File: config.mk
export PLATFORM = sky130hd
export DESIGN_NAME = synth_pwr_ctrl
export DESIGN_NICKNAME = d
export VERILOG_FILES = /design/src/rtl/synth_pwr_pkg.sv /design/src/rtl/loop_seq.sv /design/src/rtl/od_status.sv /design/src/rtl/osc_gate.sv /design/src/rtl/synth_pwr_ctrl.sv
export SDC_FILE = /design/constraint.sdc
export NUM_CORES = 1
export LEC_CHECK = 0
export BUFFER_PORTS_ARGS = -buffer_cell sky130_fd_sc_hd__buf_2
export CORE_AREA = 4 4 41 43
export CTS_CLUSTER_DIAMETER = 120
export DETAILED_ROUTE_END_ITERATION = 10
export DIE_AREA = 0 0 45 47
export MAX_ROUTING_LAYER = met4
export PLACE_DENSITY = 0.69
export SETUP_SLACK_MARGIN = 0.1
export SLEW_MARGIN = 30
export SYNTH_ARGS = -nofsm -noshare
export SYNTH_HDL_FRONTEND = slang
export SYNTH_SLANG_ARGS = --single-unit
export TNS_END_PERCENT = 20
File: constraint.sdc
create_clock -name clk -period 1.7 [get_ports clk]
set_clock_uncertainty 0.2 [all_clocks]
set_input_delay 0.34 -clock clk [delete_from_list [all_inputs] [get_ports clk]]
set_output_delay 0.34 -clock clk [all_outputs]
set_load 0.005 [all_outputs]
File: src/rtl/synth_pwr_pkg.sv
package synth_pwr_pkg;

    typedef enum logic [1:0] {
        LP_DOWN = 2'd0,
        LP_WAIT = 2'd1,
        LP_RUN  = 2'd2
    } loop_state_e;

    typedef struct packed {
        loop_state_e state;
    } seq_regs_t;

    typedef struct packed {
        logic act;
        logic fast;
    } stat_regs_t;

endpackage

File: src/rtl/loop_seq.sv
module loop_seq
    import synth_pwr_pkg::*;
(
    input  logic clk,
    input  logic rst_n,
    input  logic pd,
    input  logic ref_tick,
    output logic awake_o,
    output logic run_o
);

    seq_regs_t cur_q, nxt_d;

    always_comb begin
        nxt_d = cur_q;
        unique case (cur_q.state)
            LP_DOWN: nxt_d.state = LP_WAIT;
            LP_WAIT: if (ref_tick) nxt_d.state = LP_RUN;
            LP_RUN:  nxt_d.state = LP_RUN;
            default: nxt_d.state = LP_DOWN;
        endcase
        // a request wins over any wake-up or release in the same cycle
        if (pd) nxt_d.state = LP_DOWN;
    end

    always_ff @(posedge clk or negedge rst_n) begin
        if (!rst_n) cur_q <= '{state: LP_DOWN};
        else        cur_q <= nxt_d;
    end

    assign awake_o = (cur_q.state != LP_DOWN);
    assign run_o   = (cur_q.state == LP_RUN);

endmodule

File: src/rtl/od_status.sv
module od_status
    import synth_pwr_pkg::*;
(
    input  logic clk,
    input  logic rst_n,
    input  logic run_i,
    input  logic pump_act,
    input  logic fast_sel,
    output logic ld_pull,
    output logic fl_pull
);

    stat_regs_t st_q, st_d;

    always_comb begin
        st_d      = st_q;
        st_d.act  = pump_act;
        st_d.fast = fast_sel;
    end

    always_ff @(posedge clk or negedge rst_n) begin
        if (!rst_n) st_q <= '0;
        else        st_q <= st_d;
    end

    // released (reads high) unless the loop runs
    assign ld_pull = run_i & st_q.act;
    assign fl_pull = run_i & st_q.fast;

endmodule

File: src/rtl/osc_gate.sv
module osc_gate #(
    parameter int NUM_LOOPS = 2
) (
    input  logic [NUM_LOOPS-1:0] awake,
    output logic                 osc_en
);

    always_comb begin
        osc_en = 1'b0;
        for (int i = 0; i < NUM_LOOPS; i++) osc_en = osc_en | awake[i];
    end

endmodule

File: src/rtl/synth_pwr_ctrl.sv
module synth_pwr_ctrl #(
    parameter int NUM_LOOPS = 2
) (
    input  logic                 clk,
    input  logic                 rst_n,
    input  logic [NUM_LOOPS-1:0] pd_req,
    input  logic                 ref_tick,
    input  logic [NUM_LOOPS-1:0] pump_act,
    input  logic [NUM_LOOPS-1:0] fast_sel,
    output logic [NUM_LOOPS-1:0] cnt_run,
    output logic [NUM_LOOPS-1:0] cnt_clr,
    output logic [NUM_LOOPS-1:0] inbuf_en,
    output logic                 osc_en,
    output logic [NUM_LOOPS-1:0] cp_hiz,
    output logic [NUM_LOOPS-1:0] ld_pull,
    output logic [NUM_LOOPS-1:0] fl_pull
);

    logic [NUM_LOOPS-1:0] awake;
    logic [NUM_LOOPS-1:0] run;

    for (genvar g = 0; g < NUM_LOOPS; g++) begin : g_loop
        loop_seq u_seq (
            .clk      (clk),
            .rst_n    (rst_n),
            .pd       (pd_req[g]),
            .ref_tick (ref_tick),
            .awake_o  (awake[g]),
            .run_o    (run[g])
        );

        od_status u_stat (
            .clk      (clk),
            .rst_n    (rst_n),
            .run_i    (run[g]),
            .pump_act (pump_act[g]),
            .fast_sel (fast_sel[g]),
            .ld_pull  (ld_pull[g]),
            .fl_pull  (fl_pull[g])
        );
    end

    osc_gate #(.NUM_LOOPS(NUM_LOOPS)) u_osc (
        .awake  (awake),
        .osc_en (osc_en)
    );

    assign cnt_run  = run;
    assign cnt_clr  = ~run;
    assign inbuf_en = awake;
    assign cp_hiz   = ~run;

endmodule

Word level (Yosys, flattened, before mapping)
Index checks and enable logic that the tools add are counted.
{"block": "totals", "rom_bits": 0, "in_bits": 9, "regBits": 8, "ram_bits": 0, "latch_bits": 0, "mem_count": 0, "wordCells": 27, "output_inout_bits": 13}
{"block": "classes", "n_mul": 0, "n_addsub": 0, "n_shift": 0, "n_mux": 5, "reduce_logical": 4, "div_mod_pow": 0, "order_cmp": 0, "eq_ne": 6, "n_bitwise": 6}
{"cell": "2-bit case mux with 3 select lines", "n": 2}
{"cell": "2-bit two-way mux", "n": 3}
{"cell": "3-bit inequality test, second input constant", "n": 2}
{"cell": "1-bit bitwise AND", "n": 4}
{"cell": "2-bit by 1-bit == test with 1-bit output, second input constant", "n": 2}
{"cell": "2-bit == test, second input constant", "n": 2}
{"cell": "2-bit logical NOT", "n": 2}
{"cell": "2-bit nonzero test", "n": 2}
{"cell": "2-bit inverter", "n": 1}
{"cell": "1-bit OR", "n": 1}

Longest topological paths before layout
{"block": "logic_depth", "word_depth": 3, "ltp_mapped": 4, "depth_no_buf": 4}

Cells and area by module
A second synthesis with hierarchy kept.
{"block": "hier_totals", "cells_unflattened": 41, "area_unflattened_um2": 471.7}
{"module": "loop_seq", "area_each_um2": 158.9, "n_inst": 2, "seq_area_each_um2": 50.0, "cells_each": 14}
{"module": "od_status", "area_each_um2": 62.6, "n_inst": 2, "seq_area_each_um2": 50.0, "cells_each": 4}
{"module": "synth_pwr_ctrl", "area_each_um2": 22.5, "n_inst": 1, "seq_area_each_um2": 0.0, "cells_each": 4}
{"module": "osc_gate", "area_each_um2": 6.3, "n_inst": 1, "seq_area_each_um2": 0.0, "cells_each": 1}

Worst setup path before layout
Ideal clock, no wire load.
{"block": "synth_path", "path_type": "register to output", "startpoint": "reg g_loop[1].u_seq.cur_q[0] (netlist name)", "endpoint": "out fl_pull[1]", "arrival_time_ns": 0.866, "path_slack_ns": 0.294, "n_path_buf": 1, "path_stages_with_launch": 5, "path_cell_list": "dfrtp_1 > inv_1 > ha_1 > and2_1 > buf_4"}
{"block": "synth_via", "elab_chain_len": 2}
{"item": "from (decl)", "line": "loop_seq.sv:12", "rtl": "seq_regs_t cur_q, nxt_d;"}
{"item": "from (signal assigned)", "line": "loop_seq.sv:27", "rtl": "if (!rst_n) cur_q <= '{state: LP_DOWN};"}
{"item": "from (signal assigned)", "line": "loop_seq.sv:28", "rtl": "else cur_q <= nxt_d;"}
{"item": "2-bit == test", "line": "loop_seq.sv:32", "rtl": "assign run_o = (cur_q.state == LP_RUN);"}
{"item": "1-bit bitwise AND", "line": "od_status.sv:28", "rtl": "assign fl_pull = run_i & st_q.fast;"}
{"item": "to (decl)", "line": "synth_pwr_ctrl.sv:16", "rtl": "output logic [NUM_LOOPS-1:0] fl_pull"}
Every way passes these cells.

Worst setup path in the final report
{"block": "layout_path", "startpoint": "reg g_loop[0].u_seq.cur_q[1] (netlist name)", "endpoint": "out fl_pull[0]"}
{"block": "layout_via", "elab_chain_len": 2}
{"item": "from (decl)", "line": "loop_seq.sv:12"}
{"item": "from (signal assigned)", "line": "loop_seq.sv:27"}
{"item": "from (signal assigned)", "line": "loop_seq.sv:28"}
{"item": "2-bit == test", "line": "loop_seq.sv:32"}
{"item": "1-bit bitwise AND", "line": "od_status.sv:28"}
Every way passes these cells.

==> results.toml <==
[synthesis]
yosysSeqAreaShare_pct = 37.1
post-synth-top-count-cell = "buf_4"
synth_area_leaders = "dfrtp_1 37%, ha_1 19%, buf_4 14%"
yosys.area.top_type = "dfrtp_1"
yosysTopAreaCellShare_pct = 37.1
yosys_warnings = 0
synth.cell_area_um2 = 539
syn_nets = 68
synth_edf_count = 0
synthFlopType = "dfrtp_1"
avgSynthCellArea_um2 = 10.6
ys_ff_latch = 8
postSynthCellCount = 51
synthArstFlopShare_pct = 100
synth_cell_types = 11
synth_commonest_cells = "10 x buf_4, 8 x dfrtp_1, 8 x ha_1, 8 x inv_1"

[die]
fp.dieH_um = 47
core_area_um2 = 1300
ios = 22
num_rows = 13
start_util_pct = 41.4
die_area_um2 = 2120
die_x_um = 45

[clocking]
h-tree-depth = 1
clock_latency_ps = 250
cts_num_sinks = 8
root_buffer = "clkbuf_4"
clock_path_buffers = 2
worst_setup_hold_path_clk_slew_ps = 50
numCtsBuffers = 3
cts_tree = "yes"

[sta]
slew_headroom_pct = 87.4
layout_min_cycle_time_ps = 1660
fin_crit_sh_pct = 97.8
tightest_slew_ps = 190
rsz0062_at_grt = "yes"
slew_viol_final = 0
hold_viol = 0
fin_ws_ps = 37.3
fin_setup_tns_ps = 0
setup_viol = 0
timing.fmax_ghz = 0.601
timing.hold.ws_ps = 101

[drt]
firstDrtPassIters = 3
drc = 0
top_layer = "met3"
route.met3.wl_um = 58
via_per_inst = 4.15
detail-route-antenna-nets = 0
drt-initial-drc-count = 3
routed_wl_um = 946
post_drt_wl_per_cell_um = 10.3
dr_wl_met2_um = 467
via_count = 382
met1_length_um = 419

[global_routing]
antenna_found_initial = 0
grt_start_max_net_pins = 9
grt_pass1_wl_mm = 1.40
grt-ovfl-total = 0
grt_use_total_pct = 9.56
grt_pass1_vias = 344

[placement]
preCtsSetupSlack_ps = 234
portBuffers = 21
placed_area_um2 = 588
place.gp.congestion = 0.688
place_hpwl_um = 664

[cells_and_area]
fin_nets = 96
area_growth_pct = 34.1
antenna_cells = 0
stdcell_area_um2 = 723
drive_gt1_share_pct = 53.2

[setup_path]
cp_max_fo = 4
end_kind = "output pin"
arrival_ps = 1120
required_ps = 1160
worst_setup_path_start_kind = "flop"
critPathKind = "flop to output pin"

[flow_run]
drv_cap = 0

[power]
p_leak_nw = 0.374
p_per_area_nw_per_um2 = 1470
peakVddDrop_uv = 804

[run_status]
outcome = "finished, final reports clean"

[min_path]
worstHoldPathType = "input pin to flop"
[layout make-up]
type | count | area (um2)
multi-input combinational | 25 | 244
inverter | 8 | 30.0
tap | 15 | 18.8
sequential | 8 | 200
fill | 125 | 578
timing repair buffer | 33 | 208
clock buffer | 3 | 22.5
[power breakdown]
group	switching [mW]	leakage (nW)	internal, mW
Clock	0.0628	0.0138	0.0807
Sequential	0.0476	0.0987	0.242
Combinational	0.280	0.262	0.346
[registers in the layout, indices dropped and copies added, names as in the netlist]
| register | cells |
|---|---|
| g_loop.u_seq.cur_q | 4 |
| g_loop.u_stat.st_q | 4 |
[path summary, 6_finish.rpt]
check                                         start                        to  slack (ps)  depth (start not counted)
max in group asynchronous                     rst_n  g_loop[0].u_seq.cur_q[0]         870                          2
max reg2reg                g_loop[0].u_seq.cur_q[1]  g_loop[0].u_seq.cur_q[0]         300                          5
max                        g_loop[0].u_seq.cur_q[1]                fl_pull[0]          40                          3
min reg2reg                g_loop[0].u_seq.cur_q[1]  g_loop[0].u_seq.cur_q[1]         420                          2
min                                       pd_req[0]  g_loop[0].u_seq.cur_q[0]         100                          2
min in group asynchronous                     rst_n  g_loop[1].u_seq.cur_q[0]         260                          2
[critical path, stage by stage (launching register included)]
cell	delay, ps
dfrtp_1	420
ha_2	200
and2_1	130
buf_2	120
[through the flow]
stage | cells | power (mW) | utilization, %
after floorplan | 51 | 0.699 | -
after global placement | 77 | 0.766 | 45.2
after CTS | 89 | 1.02 | 53.8
after global routing | 92 | 1.16 | 55.6
final | 92 | 1.06 | 55.6
after detailed placement | 77 | 0.772 | 45.2
[cell families after synthesis]
group	count (synthesis)	share of synthesized area (%)
DFF	8	37.1
buffers and inverters	18	19.5
AOI/OAI and AO/OA	4	6.50
and+or+nand+nor	13	18.3
adders and majority gates	8	18.6
[placed cells by master (no fill, tap or decap), drive strengths merged, types with 2 or more instances in the layout]
master | netlist | routed
clkbuf | 0 | 3
dfrtp | 8 | 8
o21ai | 2 | 2
ha | 8 | 8
nand2b | 2 | 2
nor2b | 2 | 2
dlygate4sd3 | 0 | 5
inv | 8 | 8
and2 | 4 | 4
nand4bb | 4 | 4
buf | 10 | 28
o31ai | 2 | 2
[timing repair]
action	4_1_cts	5_1_grt
gates resized for setup	8	0
buffers inserted	4	3
hold endpoints to repair	12	0
hold buffers	5	0
endpoints found under the setup margin	11	12
[layer usage]
metal | GRT usage, % | vias to the layer above
li1 | - | 203
met1 | 11.2 | 168
met2 | 15.0 | 11
met3 | 2.30 | 0
met4 | 5.26 | 0
met5 | - | -
Note: power is estimated with default switching activity, not from simulation.
